===== src/rtl/aer_switch.sv =====
module aer_switch #(
  parameter int NCH = 4,
  parameter int AW  = 8,
  localparam int TW = $clog2(NCH),
  localparam int OW = AW + TW
) (
  input  logic              clk,
  input  logic              rst_n,
  input  logic              cfg_merge,
  input  logic              cfg_range,
  input  logic              cfg_tag,
  input  logic [NCH-1:0]    cfg_en,
  input  logic [NCH*AW-1:0] cfg_lo,
  input  logic [NCH*AW-1:0] cfg_hi,
  input  logic [NCH-1:0]    src_req,
  input  logic [NCH*AW-1:0] src_addr,
  output logic [NCH-1:0]    src_ack,
  output logic [NCH-1:0]    snk_req,
  output logic [OW-1:0]     snk_addr,
  input  logic [NCH-1:0]    snk_ack
);

  typedef enum logic [1:0] {ST_IDLE, ST_SEND, ST_RELEASE, ST_DONE} st_t;

  st_t            st;
  logic [TW-1:0]  sel, last, rr_idx;
  logic [NCH-1:0] tgt, hit, rng_pick, split_mask;
  logic [OW-1:0]  oaddr;
  logic [NCH-1:0] src_ack_r, snk_req_r;
  logic [AW-1:0]  a0;
  logic           start;

  assign a0 = src_addr[AW-1:0];

  for (genvar i = 0; i < NCH; i++) begin : g_win
    assign hit[i] = cfg_en[i] && (a0 >= cfg_lo[i*AW +: AW]) && (a0 <= cfg_hi[i*AW +: AW]);
  end

  always_comb begin
    rng_pick = '0;
    for (int i = NCH-1; i >= 0; i--)
      if (hit[i]) begin
        rng_pick    = '0;
        rng_pick[i] = 1'b1;
      end
  end

  assign split_mask = cfg_range ? rng_pick : cfg_en;

  always_comb begin
    logic found;
    found  = 1'b0;
    rr_idx = last;
    for (int k = 1; k <= NCH; k++) begin
      logic [TW-1:0] idx;
      idx = TW'((int'(last) + k) % NCH);
      if (!found && src_req[idx]) begin
        found  = 1'b1;
        rr_idx = idx;
      end
    end
  end

  assign start = cfg_merge ? (|src_req) : src_req[0];

  always_ff @(posedge clk or negedge rst_n) begin
    if (!rst_n) begin
      st        <= ST_IDLE;
      sel       <= '0;
      last      <= TW'(NCH-1);
      tgt       <= '0;
      oaddr     <= '0;
      src_ack_r <= '0;
      snk_req_r <= '0;
    end else begin
      unique case (st)
        ST_IDLE:
          if (start) begin
            if (cfg_merge) begin
              sel       <= rr_idx;
              last      <= rr_idx;
              tgt       <= NCH'(1);
              snk_req_r <= NCH'(1);
              oaddr     <= {(cfg_tag ? rr_idx : TW'(0)), src_addr[int'(rr_idx)*AW +: AW]};
              st        <= ST_SEND;
            end else begin
              sel   <= '0;
              tgt   <= split_mask;
              oaddr <= {TW'(0), a0};
              if (split_mask != '0) begin
                snk_req_r <= split_mask;
                st        <= ST_SEND;
              end else begin
                src_ack_r[0] <= 1'b1;
                st           <= ST_DONE;
              end
            end
          end
        ST_SEND:
          if ((snk_ack & tgt) == tgt) begin
            snk_req_r <= '0;
            st        <= ST_RELEASE;
          end
        ST_RELEASE:
          if ((snk_ack & tgt) == '0) begin
            src_ack_r[sel] <= 1'b1;
            st             <= ST_DONE;
          end
        ST_DONE:
          if (!src_req[sel]) begin
            src_ack_r <= '0;
            st        <= ST_IDLE;
          end
        default: st <= ST_IDLE;
      endcase
    end
  end

  assign src_ack  = src_ack_r;
  assign snk_req  = snk_req_r;
  assign snk_addr = oaddr;

  assert_one_src_ack_R9: assert property (@(posedge clk) disable iff (!rst_n)
    $onehot0(src_ack));

  assert_split_ignores_R6: assert property (@(posedge clk) disable iff (!rst_n)
    !cfg_merge |-> src_ack[NCH-1:1] == '0);

  assert_merge_one_sink_R7: assert property (@(posedge clk) disable iff (!rst_n)
    cfg_merge |-> snk_req[NCH-1:1] == '0);

  assert_addr_stable_R9: assert property (@(posedge clk) disable iff (!rst_n)
    (|(snk_req & ~snk_ack)) |=> $stable(snk_addr));

  assert_ack_after_release_R3: assert property (@(posedge clk) disable iff (!rst_n)
    $rose(|src_ack) |-> (snk_req == '0) && ((snk_ack & tgt) == '0));

  assert_tag_matches_src_R10: assert property (@(posedge clk) disable iff (!rst_n)
    (cfg_merge && cfg_tag && snk_req[0]) |-> src_req[snk_addr[OW-1 -: TW]]);

  for (genvar i = 0; i < NCH; i++) begin : g_hs
    assert_snk_req_hold_R11: assert property (@(posedge clk) disable iff (!rst_n)
      (snk_req[i] && !snk_ack[i]) |=> snk_req[i]);
    assert_src_ack_hold_R11: assert property (@(posedge clk) disable iff (!rst_n)
      (src_ack[i] && src_req[i]) |=> src_ack[i]);
  end

endmodule


===== config.mk =====
export PLATFORM = sky130hd
export DESIGN_NAME = aer_switch
export DESIGN_NICKNAME = d
export VERILOG_FILES = /design/src/rtl/aer_switch.sv
export SDC_FILE = /design/constraint.sdc
export NUM_CORES = 1
export LEC_CHECK = 0
export BUFFER_PORTS_ARGS = -buffer_cell sky130_fd_sc_hd__buf_2
export CORE_ASPECT_RATIO = 1.25
export CORE_MARGIN = 1
export CORE_UTILIZATION = 25
export DETAILED_ROUTE_END_ITERATION = 12
export PLACE_DENSITY = 0.51
export SLEW_MARGIN = 40
export SYNTH_ARGS = -nofsm -noshare
export SYNTH_HDL_FRONTEND = slang
export SYNTH_SLANG_ARGS = --single-unit

===== constraint.sdc =====
create_clock -name clk -period 2.2 [get_ports clk]
set_input_delay 0.11 -clock clk [delete_from_list [all_inputs] [get_ports clk]]
set_output_delay 0.11 -clock clk [all_outputs]
set_load 0.05 [all_outputs]

; Word level (Yosys, flattened, before mapping)
; Index checks and enable logic that the tools add are counted.
[op_classes]
add_sub_neg = 4
n_lt_le_gt_ge = 14
n_eq_ne = 11
shift = 1
muxes = 48
bitwise = 2
n_reduce_logical = 28
[op_table]
columns = operator, n
row1 = $mux 4, 12
row2 = $ge 8x8->1, 4
row3 = $le 8x8->1, 4
row4 = $shiftx 32x6->8, 1
row5 = $mux 2, 12
row6 = $lt 2x3->1 const B, 5
row7 = $mux 1, 13
row8 = $logic_and 1x1->1, 12
row9 = $ne 2x2->1 const B, 6
row10 = $bmux 1 s2, 5
row11 = $mux 10, 1
row12 = $pmux 2 s4, 1
row13 = $pmux 4 s2, 1
row14 = $reduce_and 4->1, 2
row15 = $pmux 3 s2, 1
row16 = $reduce_and 3->1, 2
row17 = $reduce_and 6->1, 1
row18 = $add 2x1->2 const B, 2
row19 = $add 2x2->2 const B, 2
row20 = $and 4x4->4, 1
row21 = $eq 2x2->1 const B, 2
row22 = $eq 4x4->1, 1
row23 = $logic_not 4->1, 1
row24 = $or 4x4->4, 1
row25 = other kinds (12), 15
[totals]
ff_bits = 28
input_bits = 113
wordCells = 116

; Depth between registers and ports, before layout
; Gate-level depths: netlist of the first run.
[depth]
word_depth = 15
depth_mapped = 10
depth_no_buf = 9

; Least setup slack after synthesis of the first run
; OpenSTA, ideal clock, no wires.
[synth_path]
path_type = input to register
start = in src_addr[0]
end = reg snk_req_r[1], in the netlist snk_req[1]
setup_time_ns = 0.087
arrival_time_ns = 1.937
required_ns = 2.113
slack_ns = 0.177
cell_stages = 9
cell_sequence = inv_1 -> ha_1 -> nand2b_1 -> a2111oi_2 -> nor3_2 -> o2bb2ai_4 -> o211ai_2 -> or4b_1 -> o211ai_1
[synth_between]
elab_chain_cells = 11
word_cells_on_any_way = 28
classes_between = order compare: 8 / eq/ne: 1 / mux: 9 / reduce/logical: 10
[synth_lines]
columns = item, line_no
row1 = "start, declared", 16  ; input logic [NCH*AW-1:0] src_addr,
row2 = $ge 8x8->1, 36  ; assign hit[i] = cfg_en[i] && (a0 >= cfg_lo[i*AW +: AW]) && (a0 <= cfg_hi[i*AW +: AW]);
row3 = $logic_and 1x1->1 (2 in series), 36
row4 = $mux 4 (3 in series), 42  ; if (hit[i]) begin
row5 = $mux 4 (*), 42
row6 = $mux 4 (*), 48  ; assign split_mask = cfg_range ? rng_pick : cfg_en;
row7 = $reduce_bool 4->1 or $mux 4 (tied branches), "90, 79"
row8 = $ne 3x3->1 (no source line) or $mux 4 (tied branches), --
row9 = $reduce_and 4->1 (no source line) or $pmux 4 s2 (tied branches), --
row10 = "end signal, assigned", 91  ; snk_req_r <= split_mask;
row11 = "end, declared", 29  ; logic [NCH-1:0] src_ack_r, snk_req_r;
; Mark *: on every way between the ends. The rest lies on a longest branch, timed or not. The select of a mux whose other input is x is not followed.
; A chain may end at the register's enable or synchronous reset.

; Worst setup path in the final report of the first run
[layout_path]
start = in src_addr[0]
end = reg snk_req_r[2], in the netlist snk_req[2]
; Same word-level chain as after synthesis.

==> impl_metrics.py, run 1 <==
metrics = {
    "clock_tree": {
        "cts.root.buffer_cell": "clkbuf_16",
        "clk_latency_ns": 0.27,
        "clkSlewWorstSetupHoldPaths_ns": 0.07,
        "cts_buffers": 3,
        "htree_levels": 1,
        "cts_buffer_depth": 2,
        "cts_tree": "built",
        "cts_sinks": 28,
    },
    "grt": {
        "grt_max_degree": 29,
        "grt_pass1_vias": 3604,
        "grtUsageTotal": 0.147,
        "grt_pass1_wl_mm": 16.8,
        "antenna_found_initial": 0,
        "grt_overflow": 0,
    },
    "timing": {
        "skew_ns": 0.00819,
        "rsz0062_at_grt": "no",
        "final_max_slew_viol_count": 0,
        "relSlewSlack": 0.568,
        "finalHoldViolCount": 0,
        "finalSetupViolations": 0,
        "min_period_ns": 2.08,
        "fmax_mhz": 482,
        "tightest_slew_ns": 0.648,
        "min_period_over_period": 0.944,
    },
    "place": {
        "port_buffers": 130,
        "finalWeightedCongestion": 0.792,
        "hpwl_mm": 9.06,
        "place_inst": 734,
    },
    "synth": {
        "async_flop_share": 1.00,
        "syn_area_um2": 3470,
        "yosys_warnings": 0,
        "ys_ff_latch": 28,
        "synth_cell_type_count": 60,
        "synth_edf_count": 0,
        "synth_ff_type": "dfrtp_1",
        "synthCells": 415,
        "avgSynthCellArea_um2": 8.36,
        "synth_seq_area_share": 0.203,
        "syn_nets": 596,
    },
    "hold_path": {
        "hold_path.class": "primary input to flip-flop",
        "worstHoldStart": "cfg_tag",
    },
    "layout": {
        "fin_nets": 751,
        "syn_to_final_growth_pct": 33.8,
        "drive_above_1_share": 0.316,
        "instances_no_fill": 740,
        "final_util": 0.346,
        "antennaDiodeCount": 0,
        "fill_cells": 1444,
    },
    "setup_path": {
        "critical_path.max_fanout": 7,
        "critPathLaunchType": "primary input",
        "r2r_start": "st[0]",
        "crit_start": "src_addr[0]",
        "required_ns": 2.37,
        "critPathCaptureType": "flip-flop",
        "worstPathArrival_ns": 2.25,
        "path_class": "primary input to flip-flop",
    },
    "die": {
        "die_w_um": 107,
        "die_height_um": 134,
        "std_cell_rows": 47,
        "core_um2": 13400,
        "io_pins": 131,
        "die-area_um2": 14400,
        "start_util": 0.259,
    },
    "status": {
        "outcome": "completed",
    },
    "power_and_ir_drop": {
        "power.density_nw_per_um2": 840,
        "p_leak_nw": 2.60,
        "ir_worst_vdd_mv": 0.708,
    },
    "routing": {
        "firstDrtPassIters": 4,
        "wl_per_cell_um": 14.3,
        "viasPerCell": 4.70,
        "route.antenna.remaining_nets": 0,
        "vias": 3479,
        "drt_iter0_markers": 111,
        "wl_mm": 10.6,
        "drc": 0,
    },
    "run": {
        "maxCapViolCount": 0,
    },
}
==> stage by stage <==
stage,area (um^2),worst slack (ns),power [W],setup TNS (ns),hold WS (ns)
after floorplan,3470,0.177,0.00272,0,-0.186
after global placement,4510,-0.124,0.00340,-0.474,0.163
after detailed placement,4510,-0.224,0.00345,-1.24,0.178
after CTS,4610,0.0514,0.00392,0,0.120
after global routing,4640,0.0103,0.00421,0,0.123
final,4640,0.124,0.00390,0,0.121
==> critical path: stages <==
cell	delay, ns
buf_2	0.11
clkinvlp_4	0.20
buf_4	0.20
buf_4	0.12
ha_1	0.26
nand3_1	0.08
nor3_1	0.04
a31oi_1	0.26
o2bb2ai_4	0.17
a41oi_1	0.17
or4_1	0.44
o311ai_1	0.09
==> where the power goes <==
part / total [W] / internal (W) / switching, W
logic: 0.00247 / 0.000946 / 0.00152
clock network: 0.000455 / 0.000279 / 0.000176
registers: 0.000974 / 0.000769 / 0.000206
==> synth_stat cells, types with 3 or more instances <==
library cell,number,share of area
or3_1,3,0.0054
dfrtp_1,26,0.19
o21ai_0,19,0.027
mux2i_1,33,0.095
a22oi_1,5,0.011
o31ai_1,3,0.0065
a21o_1,9,0.019
o21ai_1,6,0.0087
a21oi_1,21,0.030
a31oi_1,5,0.0090
inv_1,80,0.087
nor3_1,5,0.0072
a41oi_1,4,0.010
and3_1,3,0.0054
nor2_1,13,0.014
clkbuf_1,4,0.0043
a211oi_1,4,0.0087
nand3_1,7,0.010
nand2b_1,4,0.0072
nand4_1,7,0.013
ha_1,68,0.25
nor2b_1,3,0.0054
buf_2,3,0.0043
nand2_1,33,0.036
o211ai_1,5,0.011
==> final cells by class <==
class | count | area (um^2) | share of cell area
Clock buffer | 4 | 88.8 | 0.0191
Inverter | 80 | 304 | 0.0655
Multi-Input combinational cell | 297 | 2430 | 0.523
Sequential cell | 28 | 703 | 0.152
Tap cell | 171 | 214 | 0.0461
Timing Repair Buffer | 160 | 903 | 0.195
==> state kept, by name, summed over array words and instances, names as in the netlist <==
register / cells
snk_req: 4
last: 2
sel: 2
src_ack: 4
st: 2
tgt: 4
snk_addr: 10
==> cells by family after synthesis <==
group | synth area share
buf+inv | 0.104
flops | 0.203
simple gates | 0.128
compound gates | 0.214
fa+ha+maj | 0.245
mux | 0.106
==> placed cells by master, fill, tap and decap left out, types with 2 or more instances in the layout <==
cell type / netlist / layout
or3_1: 3 / 3
nor2_1: 13 / 13
o31ai_1: 3 / 3
and3_1: 3 / 3
nand2_1: 33 / 33
inv_1: 80 / 79
dfrtp_1: 26 / 26
o211ai_1: 5 / 5
a21oi_1: 21 / 20
a21o_1: 9 / 9
a41oi_1: 4 / 4
a22oi_1: 5 / 5
clkbuf_16: 0 / 3
mux2i_1: 33 / 33
o21ai_0: 19 / 19
nor3_1: 5 / 5
ha_1: 68 / 68
a211o_1: 2 / 2
nand2b_1: 4 / 4
dfstp_2: 2 / 2
o311ai_1: 2 / 2
o2111ai_1: 2 / 2
nand3_1: 7 / 7
o21ai_1: 6 / 6
a31oi_1: 5 / 5
buf_2: 3 / 130
a211oi_1: 4 / 3
o21a_1: 2 / 2
nor2b_1: 3 / 3
a21oi_2: 1 / 2
o221ai_1: 2 / 2
buf_12: 0 / 2
nand4_1: 7 / 7
buf_4: 2 / 27
==> path summary, 6_finish.rpt <==
path,endpoint,slack (ns),depth (start not counted)
min,snk_addr[8],0.12,2
max,snk_req[2],0.12,12
min reg2reg,snk_addr[7],0.48,2
max in group asynchronous,snk_addr[3],1.37,2
min in group asynchronous,tgt[0],0.40,2
max reg2reg,snk_req[1],0.29,6
==> layer usage <==
metal | share of wire | GRT usage | vias up | routed length (um)
met5 | 0 | 0 | - | 0
met3 | 0.040 | 0.0152 | 9 | 424
li1 | - | - | 1788 | -
met2 | 0.50 | 0.273 | 86 | 5310
met1 | 0.45 | 0.181 | 1596 | 4730
met4 | 0.0098 | 0.0251 | 0 | 104
==> repair_timing <==
item | in CTS | in global routing
setup buffers | 0 | 1
endpoints found under the hold margin | 26 | 0
hold buffers | 1 | 0
resized for setup | 0 | 3
endpoints found under the setup margin | 0 | 4
Power figures use the tool's default switching activity.
==> inputs of run 2 (changes only) <==
Clock period 2.2 ns to 2.7 ns, I/O delays scaled along.
==> impl_metrics.py, run 2 (same netlist as run 1, synthesis figures left out) <==
metrics = {
    "power_and_ir_drop": {
        "p_seq_frac": 0.256,
        "ir_worst_vdd_mv": 0.432,
        "switching_share": 0.498,
        "power.density_nw_per_um2": 693,
        "pwr-share-comb": 0.632,
        "clockPowerShare": 0.113,
        "power_switching_w": 0.00152,
        "internal_power_w": 0.00154,
        "p_leak_nw": 2.48,
    },
    "layout": {
        "final_util": 0.329,
        "drive_above_1_share": 0.282,
        "fin_nets": 728,
        "fill_cells": 1433,
        "largest_reg_flops": 10,
        "final_cell_mix": "buf_2, inv_1, ha_1",
        "layout_commonest_cell": "buf_2",
        "syn_to_final_growth_pct": 27.3,
    },
    "die": {
        "die_w_um": 107,
        "core_um2": 13400,
        "die_height_um": 134,
        "start_util": 0.259,
        "die-area_um2": 14400,
        "std_cell_rows": 47,
        "io_pins": 131,
    },
    "setup_path": {
        "critical_path.max_fanout": 10,
        "path_class": "primary input to flip-flop",
        "crit_chain": "buf_2 > ha_1 > and3_1 > a221o_1 > a21o_1 > a211o_1 > a41oi_1 > or4_1 > o311ai_1",
        "crit_start": "src_addr[3]",
        "critPathCaptureType": "flip-flop",
        "worstPathArrival_ns": 2.31,
        "cp_slowest_stage_delay_ns": 0.35,
        "critPathLaunchType": "primary input",
        "r2r_start": "st[0]",
        "slowest_stage": "a211o_1",
        "required_ns": 2.83,
    },
    "grt": {
        "antenna_found_initial": 1,
        "grt_pass1_wl_mm": 17.0,
        "grt_overflow": 0,
        "grt_max_degree": 29,
        "grt_pass1_vias": 3633,
        "grtUsageTotal": 0.150,
    },
    "clock_tree": {
        "cts_sinks": 28,
        "cts_buffers": 3,
        "htree_levels": 1,
        "cts_setup_buffers": 0,
        "cts.root.buffer_cell": "clkbuf_16",
        "clk_latency_ns": 0.27,
        "ctsResizeCount": 0,
        "cts_hold_buf": 1,
        "cts_tree": "built",
        "clkSlewWorstSetupHoldPaths_ns": 0.07,
        "cts_buffer_depth": 2,
    },
    "routing": {
        "wl_mm": 10.6,
        "drt_iter0_markers": 116,
        "wl_per_cell_um": 14.7,
        "vias": 3437,
        "viasPerCell": 4.79,
        "firstDrtPassIters": 4,
        "drc": 0,
        "route.antenna.remaining_nets": 0,
    },
    "timing": {
        "fmax_mhz": 458,
        "min_period_ns": 2.18,
        "relSlewSlack": 0.566,
        "min_period_over_period": 0.808,
        "finalSetupViolations": 0,
        "final_max_slew_viol_count": 0,
        "finalHoldViolCount": 0,
        "rsz0062_at_grt": "no",
        "skew_ns": 0.00326,
        "tightest_slew_ns": 0.652,
        "tns_ns": 0,
    },
    "place": {
        "hpwl_mm": 8.86,
        "port_buffers": 130,
        "finalWeightedCongestion": 0.778,
    },
    "status": {
        "outcome": "completed",
    },
    "hold_path": {
        "hold_path.class": "primary input to flip-flop",
        "worstHoldStart": "cfg_tag",
    },
    "run": {
        "maxCapViolCount": 0,
    },
}
==> run 2: metal layers <==
metal	up-vias	GRT usage	wire length, um
met5	-	0	0
met4	0	0.0525	316
met3	21	0.0132	562
met2	109	0.278	5220
met1	1560	0.177	4480
li1	1747	-	-
==> run 2: final timing paths <==
kind	end	slack, ns	depth (start not counted)
setup / recovery	snk_req[2]	0.52	9
hold / removal	snk_addr[8]	0.14	2
setup reg to reg	snk_req[1]	0.67	6
hold reg to reg	snk_addr[9]	0.49	2
max in group asynchronous	snk_addr[5]	1.85	2
min in group asynchronous	tgt[3]	0.43	2
==> run 2: critical path, delay by kind of cell <==
family	cells	cell delay [ns]
simple gates	2	0.33
fa+ha+maj	1	0.30
compound gates	5	1.27
buf+inv	1	0.26
==> run 2: metrics by stage <==
| stage | total power [W] | setup slack [ns] | cell area [um^2] | hold slack, ns | instances |
|---|---|---|---|---|---|
| floorplan | 0.00221 | 0.652 | 3470 | -0.161 | 415 |
| CTS | 0.00310 | 0.489 | 4410 | 0.137 | 717 |
| global route | 0.00332 | 0.359 | 4410 | 0.140 | 718 |
| finish | 0.00306 | 0.518 | 4410 | 0.138 | 718 |
| global placement | 0.00269 | 0.300 | 4320 | 0.200 | 712 |
| detailed placement | 0.00274 | 0.218 | 4320 | 0.212 | 712 |
==> run 2: power by group through the flow <==
stage,Clock [W],Combinational (W),Sequential (W)
floorplan,0,0.00104,0.00117
detailed placement,0,0.00195,0.000792
CTS,0.000356,0.00196,0.000784
global route,0.000369,0.00213,0.000815
finish,0.000345,0.00193,0.000783
global placement,0,0.00190,0.000792
==> run 2: area by class of cell <==
| class | count | area (um^2) | area share |
|---|---|---|---|
| inverters | 80 | 300 | 0.0680 |
| multi-input cells | 297 | 2410 | 0.546 |
| clock buffers | 4 | 78.8 | 0.0179 |
| diodes | 1 | 2.50 | 0.000567 |
| flip-flops and latches | 28 | 703 | 0.159 |
| repair buffers | 137 | 706 | 0.160 |
| well taps | 171 | 214 | 0.0485 |
